**config.mk**
```make
export PLATFORM = sky130hd
export DESIGN_NAME = fp32_div_iter
export DESIGN_NICKNAME = d
export VERILOG_FILES = /design/src/rtl/fp32_div_pkg.sv /design/src/rtl/fp_unpack.sv /design/src/rtl/fp_div_step.sv /design/src/rtl/fp_round_pack.sv /design/src/rtl/fp32_div_iter.sv
export SDC_FILE = /design/constraint.sdc
export NUM_CORES = 1
export LEC_CHECK = 0
export ABC_CLOCK_PERIOD_IN_PS = 8700
export CORE_MARGIN = 2
export CORE_UTILIZATION = 50
export CTS_CLUSTER_DIAMETER = 40
export CTS_CLUSTER_SIZE = 10
export DETAILED_ROUTE_END_ITERATION = 10
export DONT_BUFFER_PORTS = 1
export PLACE_DENSITY = 0.65
export SLEW_MARGIN = 10
export SYNTH_ARGS = -nofsm -noshare
export SYNTH_HDL_FRONTEND = slang
export SYNTH_HIERARCHICAL = 1
export SYNTH_SLANG_ARGS = --single-unit
```
**constraint.sdc**
```tcl
create_clock -name clk -period 8.7 [get_ports clk]
set_input_delay 1.305 -clock clk [delete_from_list [all_inputs] [get_ports clk]]
set_output_delay 1.305 -clock clk [all_outputs]
set_load 0.02 [all_outputs]
```
**src/rtl/fp32_div_pkg.sv**
```systemverilog
package fp32_div_pkg;

    localparam int EXP_W  = 8;
    localparam int FRAC_W = 23;
    localparam int WORD_W = 1 + EXP_W + FRAC_W;
    localparam int MANT_W = FRAC_W + 1;          // hidden bit + fraction
    localparam int QBITS  = FRAC_W + 4;          // 24 result bits + guard + extra
    localparam int REM_W  = MANT_W + 2;          // partial remainder < 4
    localparam int SEXP_W = EXP_W + 3;           // signed working exponent
    localparam int BIAS   = (1 << (EXP_W - 1)) - 1;

    typedef enum logic [1:0] {
        CLS_ZERO,
        CLS_FIN,
        CLS_INF,
        CLS_NAN
    } fcls_e;

    typedef enum logic [1:0] {
        SP_NONE,
        SP_NAN,
        SP_INF,
        SP_ZERO
    } spec_e;

    // position of the most significant set bit of a fraction field
    function automatic int lead_one(input logic [FRAC_W-1:0] f);
        int p;
        p = 0;
        for (int i = 0; i < FRAC_W; i++) begin
            if (f[i]) p = i;
        end
        return p;
    endfunction

endpackage

```
**src/rtl/fp_unpack.sv**
```systemverilog
module fp_unpack
    import fp32_div_pkg::*;
(
    input  logic [WORD_W-1:0]        word,
    output logic                     sign,
    output fcls_e                    cls,
    output logic [MANT_W-1:0]        mant,
    output logic signed [SEXP_W-1:0] bexp
);
    logic [EXP_W-1:0]  efld;
    logic [FRAC_W-1:0] ffld;
    int                pos;

    always_comb begin
        efld = word[WORD_W-2:FRAC_W];
        ffld = word[FRAC_W-1:0];
        sign = word[WORD_W-1];
        pos  = lead_one(ffld);
        mant = '0;
        bexp = '0;
        if (efld == '1) begin
            cls = (ffld != '0) ? CLS_NAN : CLS_INF;
        end else if (efld == '0) begin
            if (ffld == '0) begin
                cls = CLS_ZERO;
            end else begin
                // subnormal: move the leading one up to the hidden-bit slot
                cls  = CLS_FIN;
                mant = MANT_W'({1'b0, ffld} << (FRAC_W - pos));
                bexp = SEXP_W'(pos - (FRAC_W - 1));
            end
        end else begin
            cls  = CLS_FIN;
            mant = {1'b1, ffld};
            bexp = SEXP_W'({3'b000, efld});
        end
    end

endmodule

```
**src/rtl/fp_div_step.sv**
```systemverilog
module fp_div_step
    import fp32_div_pkg::*;
(
    input  logic [REM_W-1:0]  rem_i,
    input  logic [MANT_W-1:0] dvsr,
    output logic [REM_W-1:0]  rem_o,
    output logic              qbit
);
    logic [REM_W-1:0] dvsr_ext;
    logic [REM_W-1:0] keep;

    always_comb begin
        dvsr_ext = {2'b00, dvsr};
        qbit     = (rem_i >= dvsr_ext);
        keep     = qbit ? (rem_i - dvsr_ext) : rem_i;
        rem_o    = {keep[REM_W-2:0], 1'b0};
    end

endmodule

```
**src/rtl/fp_round_pack.sv**
```systemverilog
module fp_round_pack
    import fp32_div_pkg::*;
(
    input  logic                     sign,
    input  logic [QBITS-1:0]         qv,
    input  logic                     sticky_in,
    input  logic signed [SEXP_W-1:0] sexp,
    output logic [WORD_W-1:0]        word,
    output logic [2:0]               status
);
    localparam logic signed [SEXP_W-1:0] EMAX = SEXP_W'((1 << EXP_W) - 1);
    localparam logic signed [SEXP_W-1:0] SHMAX = SEXP_W'(QBITS + 1);

    logic [QBITS-1:0]            m;
    logic signed [SEXP_W-1:0]    e;
    logic signed [SEXP_W-1:0]    sh;
    logic [2*QBITS-1:0]          wide;
    logic [QBITS-1:0]            ms;
    logic                        lost;
    logic [EXP_W-1:0]            efld;
    logic [MANT_W-1:0]           keep;
    logic                        grd;
    logic                        stk;
    logic                        up;
    logic [EXP_W+FRAC_W-1:0]     body;

    always_comb begin
        // bring the leading one to the top bit
        if (qv[QBITS-1]) begin
            m = qv;
            e = sexp;
        end else begin
            m = {qv[QBITS-2:0], 1'b0};
            e = sexp - SEXP_W'(1);
        end

        sh   = '0;
        wide = '0;
        ms   = m;
        lost = 1'b0;
        efld = '0;
        if (e <= 0) begin
            sh = SEXP_W'(1) - e;
            if (sh > SHMAX) sh = SHMAX;
            wide = {m, {QBITS{1'b0}}} >> sh;
            ms   = wide[2*QBITS-1:QBITS];
            lost = |wide[QBITS-1:0];
        end else begin
            efld = e[EXP_W-1:0];
        end

        keep = ms[QBITS-1:QBITS-MANT_W];
        grd  = ms[QBITS-MANT_W-1];
        stk  = (|ms[QBITS-MANT_W-2:0]) | lost | sticky_in;
        up   = grd & (stk | keep[0]);
        // carry out of the fraction walks into the exponent field on its own
        body = {efld, keep[FRAC_W-1:0]} + (EXP_W + FRAC_W)'(up);

        if (e >= EMAX) begin
            word   = {sign, {EXP_W{1'b1}}, {FRAC_W{1'b0}}};
            status = 3'b010;
        end else begin
            word = {sign, body};
            if (body[EXP_W+FRAC_W-1:FRAC_W] == '1)
                status = 3'b010;
            else if (body[EXP_W+FRAC_W-1:FRAC_W] == '0 && body[FRAC_W-1:0] != '0)
                status = 3'b001;
            else
                status = 3'b000;
        end
    end

endmodule

```
**src/rtl/fp32_div_iter.sv**
```systemverilog
module fp32_div_iter
    import fp32_div_pkg::*;
#(
    parameter int LATENCY = 67
) (
    input  logic        clk,
    input  logic        rst_n,
    input  logic        load,
    input  logic [31:0] dividend,
    input  logic [31:0] divisor,
    output logic [31:0] quotient,
    output logic        busy,
    output logic [2:0]  status
);
    localparam int CNT_W = $clog2(LATENCY + 1);
    localparam logic [CNT_W-1:0] CNT_LAST = CNT_W'(LATENCY - 1);
    localparam logic [CNT_W-1:0] CNT_STEP = CNT_W'(QBITS);

    typedef struct packed {
        logic                     busy;
        logic [CNT_W-1:0]         cnt;
        logic [WORD_W-1:0]        opa;
        logic [WORD_W-1:0]        opb;
        logic                     sign;
        spec_e                    spec;
        logic signed [SEXP_W-1:0] exp;
        logic [REM_W-1:0]         rem;
        logic [MANT_W-1:0]        mb;
        logic [QBITS-1:0]         qacc;
        logic [WORD_W-1:0]        quo;
        logic [2:0]               stat;
    } state_t;

    state_t s_d, s_q;

    logic                     a_sign, b_sign;
    fcls_e                    a_cls, b_cls;
    logic [MANT_W-1:0]        a_mant, b_mant;
    logic signed [SEXP_W-1:0] a_exp, b_exp;
    logic [REM_W-1:0]         step_rem;
    logic                     step_bit;
    logic [WORD_W-1:0]        pk_word;
    logic [2:0]               pk_stat;

    fp_unpack i_unpack_a (
        .word(s_q.opa), .sign(a_sign), .cls(a_cls), .mant(a_mant), .bexp(a_exp)
    );

    fp_unpack i_unpack_b (
        .word(s_q.opb), .sign(b_sign), .cls(b_cls), .mant(b_mant), .bexp(b_exp)
    );

    fp_div_step i_step (
        .rem_i(s_q.rem), .dvsr(s_q.mb), .rem_o(step_rem), .qbit(step_bit)
    );

    fp_round_pack i_pack (
        .sign(s_q.sign), .qv(s_q.qacc), .sticky_in(s_q.rem != '0),
        .sexp(s_q.exp), .word(pk_word), .status(pk_stat)
    );

    always_comb begin
        s_d = s_q;
        if (!s_q.busy) begin
            if (load) begin
                s_d.busy = 1'b1;
                s_d.cnt  = '0;
                s_d.opa  = dividend;
                s_d.opb  = divisor;
            end
        end else begin
            s_d.cnt = s_q.cnt + CNT_W'(1);
            if (s_q.cnt == '0) begin
                // classify and prepare the mantissa loop
                s_d.sign = a_sign ^ b_sign;
                if (a_cls == CLS_NAN || b_cls == CLS_NAN ||
                    (a_cls == CLS_ZERO && b_cls == CLS_ZERO) ||
                    (a_cls == CLS_INF && b_cls == CLS_INF))
                    s_d.spec = SP_NAN;
                else if (a_cls == CLS_INF || b_cls == CLS_ZERO)
                    s_d.spec = SP_INF;
                else if (a_cls == CLS_ZERO || b_cls == CLS_INF)
                    s_d.spec = SP_ZERO;
                else
                    s_d.spec = SP_NONE;
                s_d.exp  = a_exp - b_exp + SEXP_W'(BIAS);
                s_d.rem  = {2'b00, a_mant};
                s_d.mb   = b_mant;
                s_d.qacc = '0;
            end else if (s_q.cnt <= CNT_STEP) begin
                s_d.rem  = step_rem;
                s_d.qacc = {s_q.qacc[QBITS-2:0], step_bit};
            end
            if (s_q.cnt == CNT_LAST) begin
                s_d.busy = 1'b0;
                s_d.cnt  = '0;
                case (s_q.spec)
                    SP_NAN: begin
                        s_d.quo  = {1'b0, {EXP_W{1'b1}}, 1'b1, {(FRAC_W-1){1'b0}}};
                        s_d.stat = 3'b100;
                    end
                    SP_INF: begin
                        s_d.quo  = {s_q.sign, {EXP_W{1'b1}}, {FRAC_W{1'b0}}};
                        s_d.stat = 3'b010;
                    end
                    SP_ZERO: begin
                        s_d.quo  = {s_q.sign, {(WORD_W-1){1'b0}}};
                        s_d.stat = 3'b000;
                    end
                    default: begin
                        s_d.quo  = pk_word;
                        s_d.stat = pk_stat;
                    end
                endcase
            end
        end
    end

    always_ff @(posedge clk or negedge rst_n) begin
        if (!rst_n) s_q <= '0;
        else        s_q <= s_d;
    end

    assign quotient = s_q.quo;
    assign busy     = s_q.busy;
    assign status   = s_q.stat;

    // an accepted load starts an operation
    a_r2_load_starts: assert property (@(posedge clk) disable iff (!rst_n)
        (load && !busy) |=> busy);

    // busy only drops once the cycle counter has reached the end
    a_r3_fall_at_end: assert property (@(posedge clk) disable iff (!rst_n)
        $fell(busy) |-> ($past(s_q.cnt) == CNT_LAST));

    // result outputs frozen while an operation runs
    a_r3_hold_while_busy: assert property (@(posedge clk) disable iff (!rst_n)
        (busy && s_q.cnt != CNT_LAST) |=> ($stable(quotient) && $stable(status)));

    // operands are not replaced mid-operation
    a_r4_operands_hold: assert property (@(posedge clk) disable iff (!rst_n)
        (busy && s_q.cnt != CNT_LAST) |=> ($stable(s_q.opa) && $stable(s_q.opb)));

    // at most one status flag
    a_r5_one_flag: assert property (@(posedge clk) disable iff (!rst_n)
        $onehot0(status));

    // NaN flag comes with a quiet NaN pattern
    a_r10_nan_pattern: assert property (@(posedge clk) disable iff (!rst_n)
        status[2] |-> (quotient[30:22] == 9'h1FF));

    // infinity flag comes with an all-ones exponent and empty fraction
    a_r8_inf_pattern: assert property (@(posedge clk) disable iff (!rst_n)
        status[1] |-> (quotient[30:0] == 31'h7F800000));

endmodule

```
==> flow_summary.ini <==
[run_status]
status = complete, no violations

[floorplan]
io_pins = 103
core_area_um2 = 39800
initial_utilization_pct = 50.8
fp.dieH_um = 205
rows = 73
die_area_um2 = 42100
die_w_um = 205

[timing]
post-route-min-period_ps = 7820
hold_viol = 0
fmax_mhz = 128
max-slew-margin-rel_pct = 29.9
hold_ws_ps = 482
tightestPinTransition_ps = 1040
worst_slack_ps = 879
final_max_slew_viol_count = 0
skew_ps = 13.4
finalSetupViolCount = 0
finalCritPeriodShare_pct = 89.9
rsz0062_at_grt = no
tns_ps = 0

[setup_path]
crit_path_top_delay_cell = o221ai_1
crit_required_ps = 9100
crit_buf_inv = 3
worstPathArrival_ps = 8220
crit_path_start_kind = flop
path_common_cell = inv_1
critical-path-top-delay-family = simple AND/OR/NAND/NOR gates
critical_path_class = reg -> reg
crit_fanout = 12
slowest_delay_ps = 610
reg2reg_slack_ps = 880
worst_setup_path_end_kind = flop

[routing]
dr.pass1.iters = 7
top_layer = met4
viasPerCell = 6.68
wirelength_met1_mm = 28.8
via_count = 19700
ant_nets = 0
wl_met3_mm = 4.25
wirelength_mm = 71.8
first_iter_violations = 2053
routedWlPerCell_um = 24.3
drc = 0
wl_met2_mm = 34.7

[placement]
placement.io_buffers = 0
hpwl_mm = 54.6
gp_congestion = 0.982
pre_cts_ws_ps = 1050

[cells_and_area]
diodes = 0
area_delta_synth_final_pct = 1.41
layout.nets = 2550
drive_gt1_share_pct = 10.7
mostFrequentLayoutCell = nand2_1
final_cell_mix = 404 x nand2_1, 197 x dfrtp_1, 181 x o21ai_0

[clock_tree]
post_cts_resized = 0
clock_sinks = 198
clk_pin_slew_worst_paths_ps = 80
cts_tree = yes
cts_buffers = 17
ctsHoldBuffers = 0
post_cts_buffers = 0
cts_buffer_depth = 2
clk_latency_ps = 490
cts_root_buf = clkbuf_16
h-tree-depth = 4

[logic_synthesis]
ys_warn_count = 6
ys_seq_elements = 198
syn_inst = 2566
synth_ff_type = dfrtp_1
synthesis.nets = 2698
synth_area_um2 = 20200
synth-edff-count = 0
yosysUniqueCellTypes = 128
yosysSeqAreaShare_pct = 24.5
synth.avg_cell_area_um2 = 7.88
ys_async_sr_fraction_pct = 100

[power_and_ir_drop]
peakVddDrop_v = 0.000158
totalPowerFinal_uw = 6100
leakage_uw = 0.00876
p_per_area_nw_per_um2 = 297

[min_path]
hold_class = reg -> reg

[global_routing]
antenna_found_initial = 0
grt_usage_pct = 34.1
grt_pass1_wl_mm = 112
grt_pass1_vias = 19000
overflow = 0
grt_max_degree = 199

[flow_run]
drv_cap = 0
==> metrics by stage <==
stage | util [%] | instance area (µm²) | instances
5_1_grt | 51.5 | 20500 | 2955
3_3_place_gp | 50.1 | 20000 | 2924
4_1_cts | 51.5 | 20500 | 2955
6_report | 51.5 | 20500 | 2955
2_1_floorplan | - | 20200 | 2566
3_5_place_dp | 50.1 | 20000 | 2924
==> per-layer routing <==
layer	track usage [%]	up-vias
li1	-	9154
met1	41.5	9521
met2	57.7	865
met3	5.20	208
met4	19.2	0
met5	0	-
==> synthesized netlist by cell type, types with 34 or more instances <==
cell type / instances / share of area (%)
inv_1: 97 / 1.8
dfrtp_1: 198 / 24
o211ai_1: 47 / 1.7
nor3_1: 49 / 1.2
mux2_2: 88 / 4.9
ha_1: 63 / 3.9
buf_2: 40 / 0.99
buf_4: 48 / 1.8
xnor2_1: 49 / 2.1
a21o_1: 34 / 1.3
o21ai_1: 52 / 1.3
clkbuf_1: 76 / 1.4
nand4_1: 35 / 1.1
nor4_1: 38 / 1.2
o21ai_0: 181 / 4.5
mux2i_1: 70 / 3.5
nor2_1: 165 / 3.1
nand2_1: 404 / 7.5
a21oi_1: 116 / 2.9
nand3_1: 76 / 1.9
==> power breakdown <==
| group | total, µW | switching [µW] | leakage, µW | internal [µW] |
|---|---|---|---|---|
| logic | 3990 | 2580 | 0.00603 | 1410 |
| clock network | 778 | 402 | 0.000273 | 375 |
| registers | 1330 | 258 | 0.00246 | 1070 |
| total | 6100 | 3240 | 0.00876 | 2860 |
==> cells by family after synthesis <==
group / count (synthesis) / share of synthesized area (%)
compound gates: 791 / 27.7
fa+ha+maj: 65 / 4.10
buf+inv: 294 / 7.62
simple gates: 974 / 23.7
mux: 166 / 9.01
xor+xnor: 76 / 3.37
other cells: 2 / 0.0371
flops: 198 / 24.5
==> area by class of cell <==
| type | instances | area (µm²) |
|---|---|---|
| clock buffers | 17 | 425 |
| clock inverters | 14 | 126 |
| well taps | 525 | 657 |
| flip-flops and latches | 198 | 4960 |
| repair buffers | 27 | 203 |
| inverters | 100 | 383 |
| multi-input cells | 2074 | 13800 |
| fillers | 3899 | 19300 |
==> flip-flops by register name, indices dropped and copies added, names as in the netlist <==
name and cells:
status 3, quotient 32, s_q 162, busy 1
==> tightest hold or removal path, stage by stage, from the launching register on <==
cell and delay, ps:
dfrtp_1 350, nand2_1 50, nand2_1 50
==> final timing paths <==
path	start	end	cells past startpoint
worst max-delay path	s_q[112]$_DFFE_PN0P_	status[0]$_DFFE_PN0P_	25
worst min-delay path	s_q[81]$_DFFE_PN0P_	s_q[81]$_DFFE_PN0P_	2
worst max register to register	s_q[112]$_DFFE_PN0P_	status[0]$_DFFE_PN0P_	25
worst min register to register	s_q[81]$_DFFE_PN0P_	s_q[81]$_DFFE_PN0P_	2
max in group asynchronous	rst_n	s_q[192]$_DFFE_PN0P_	0
min in group asynchronous	rst_n	s_q[52]$_DFFE_PN0P_	0
(Power assumes the default switching activity.)
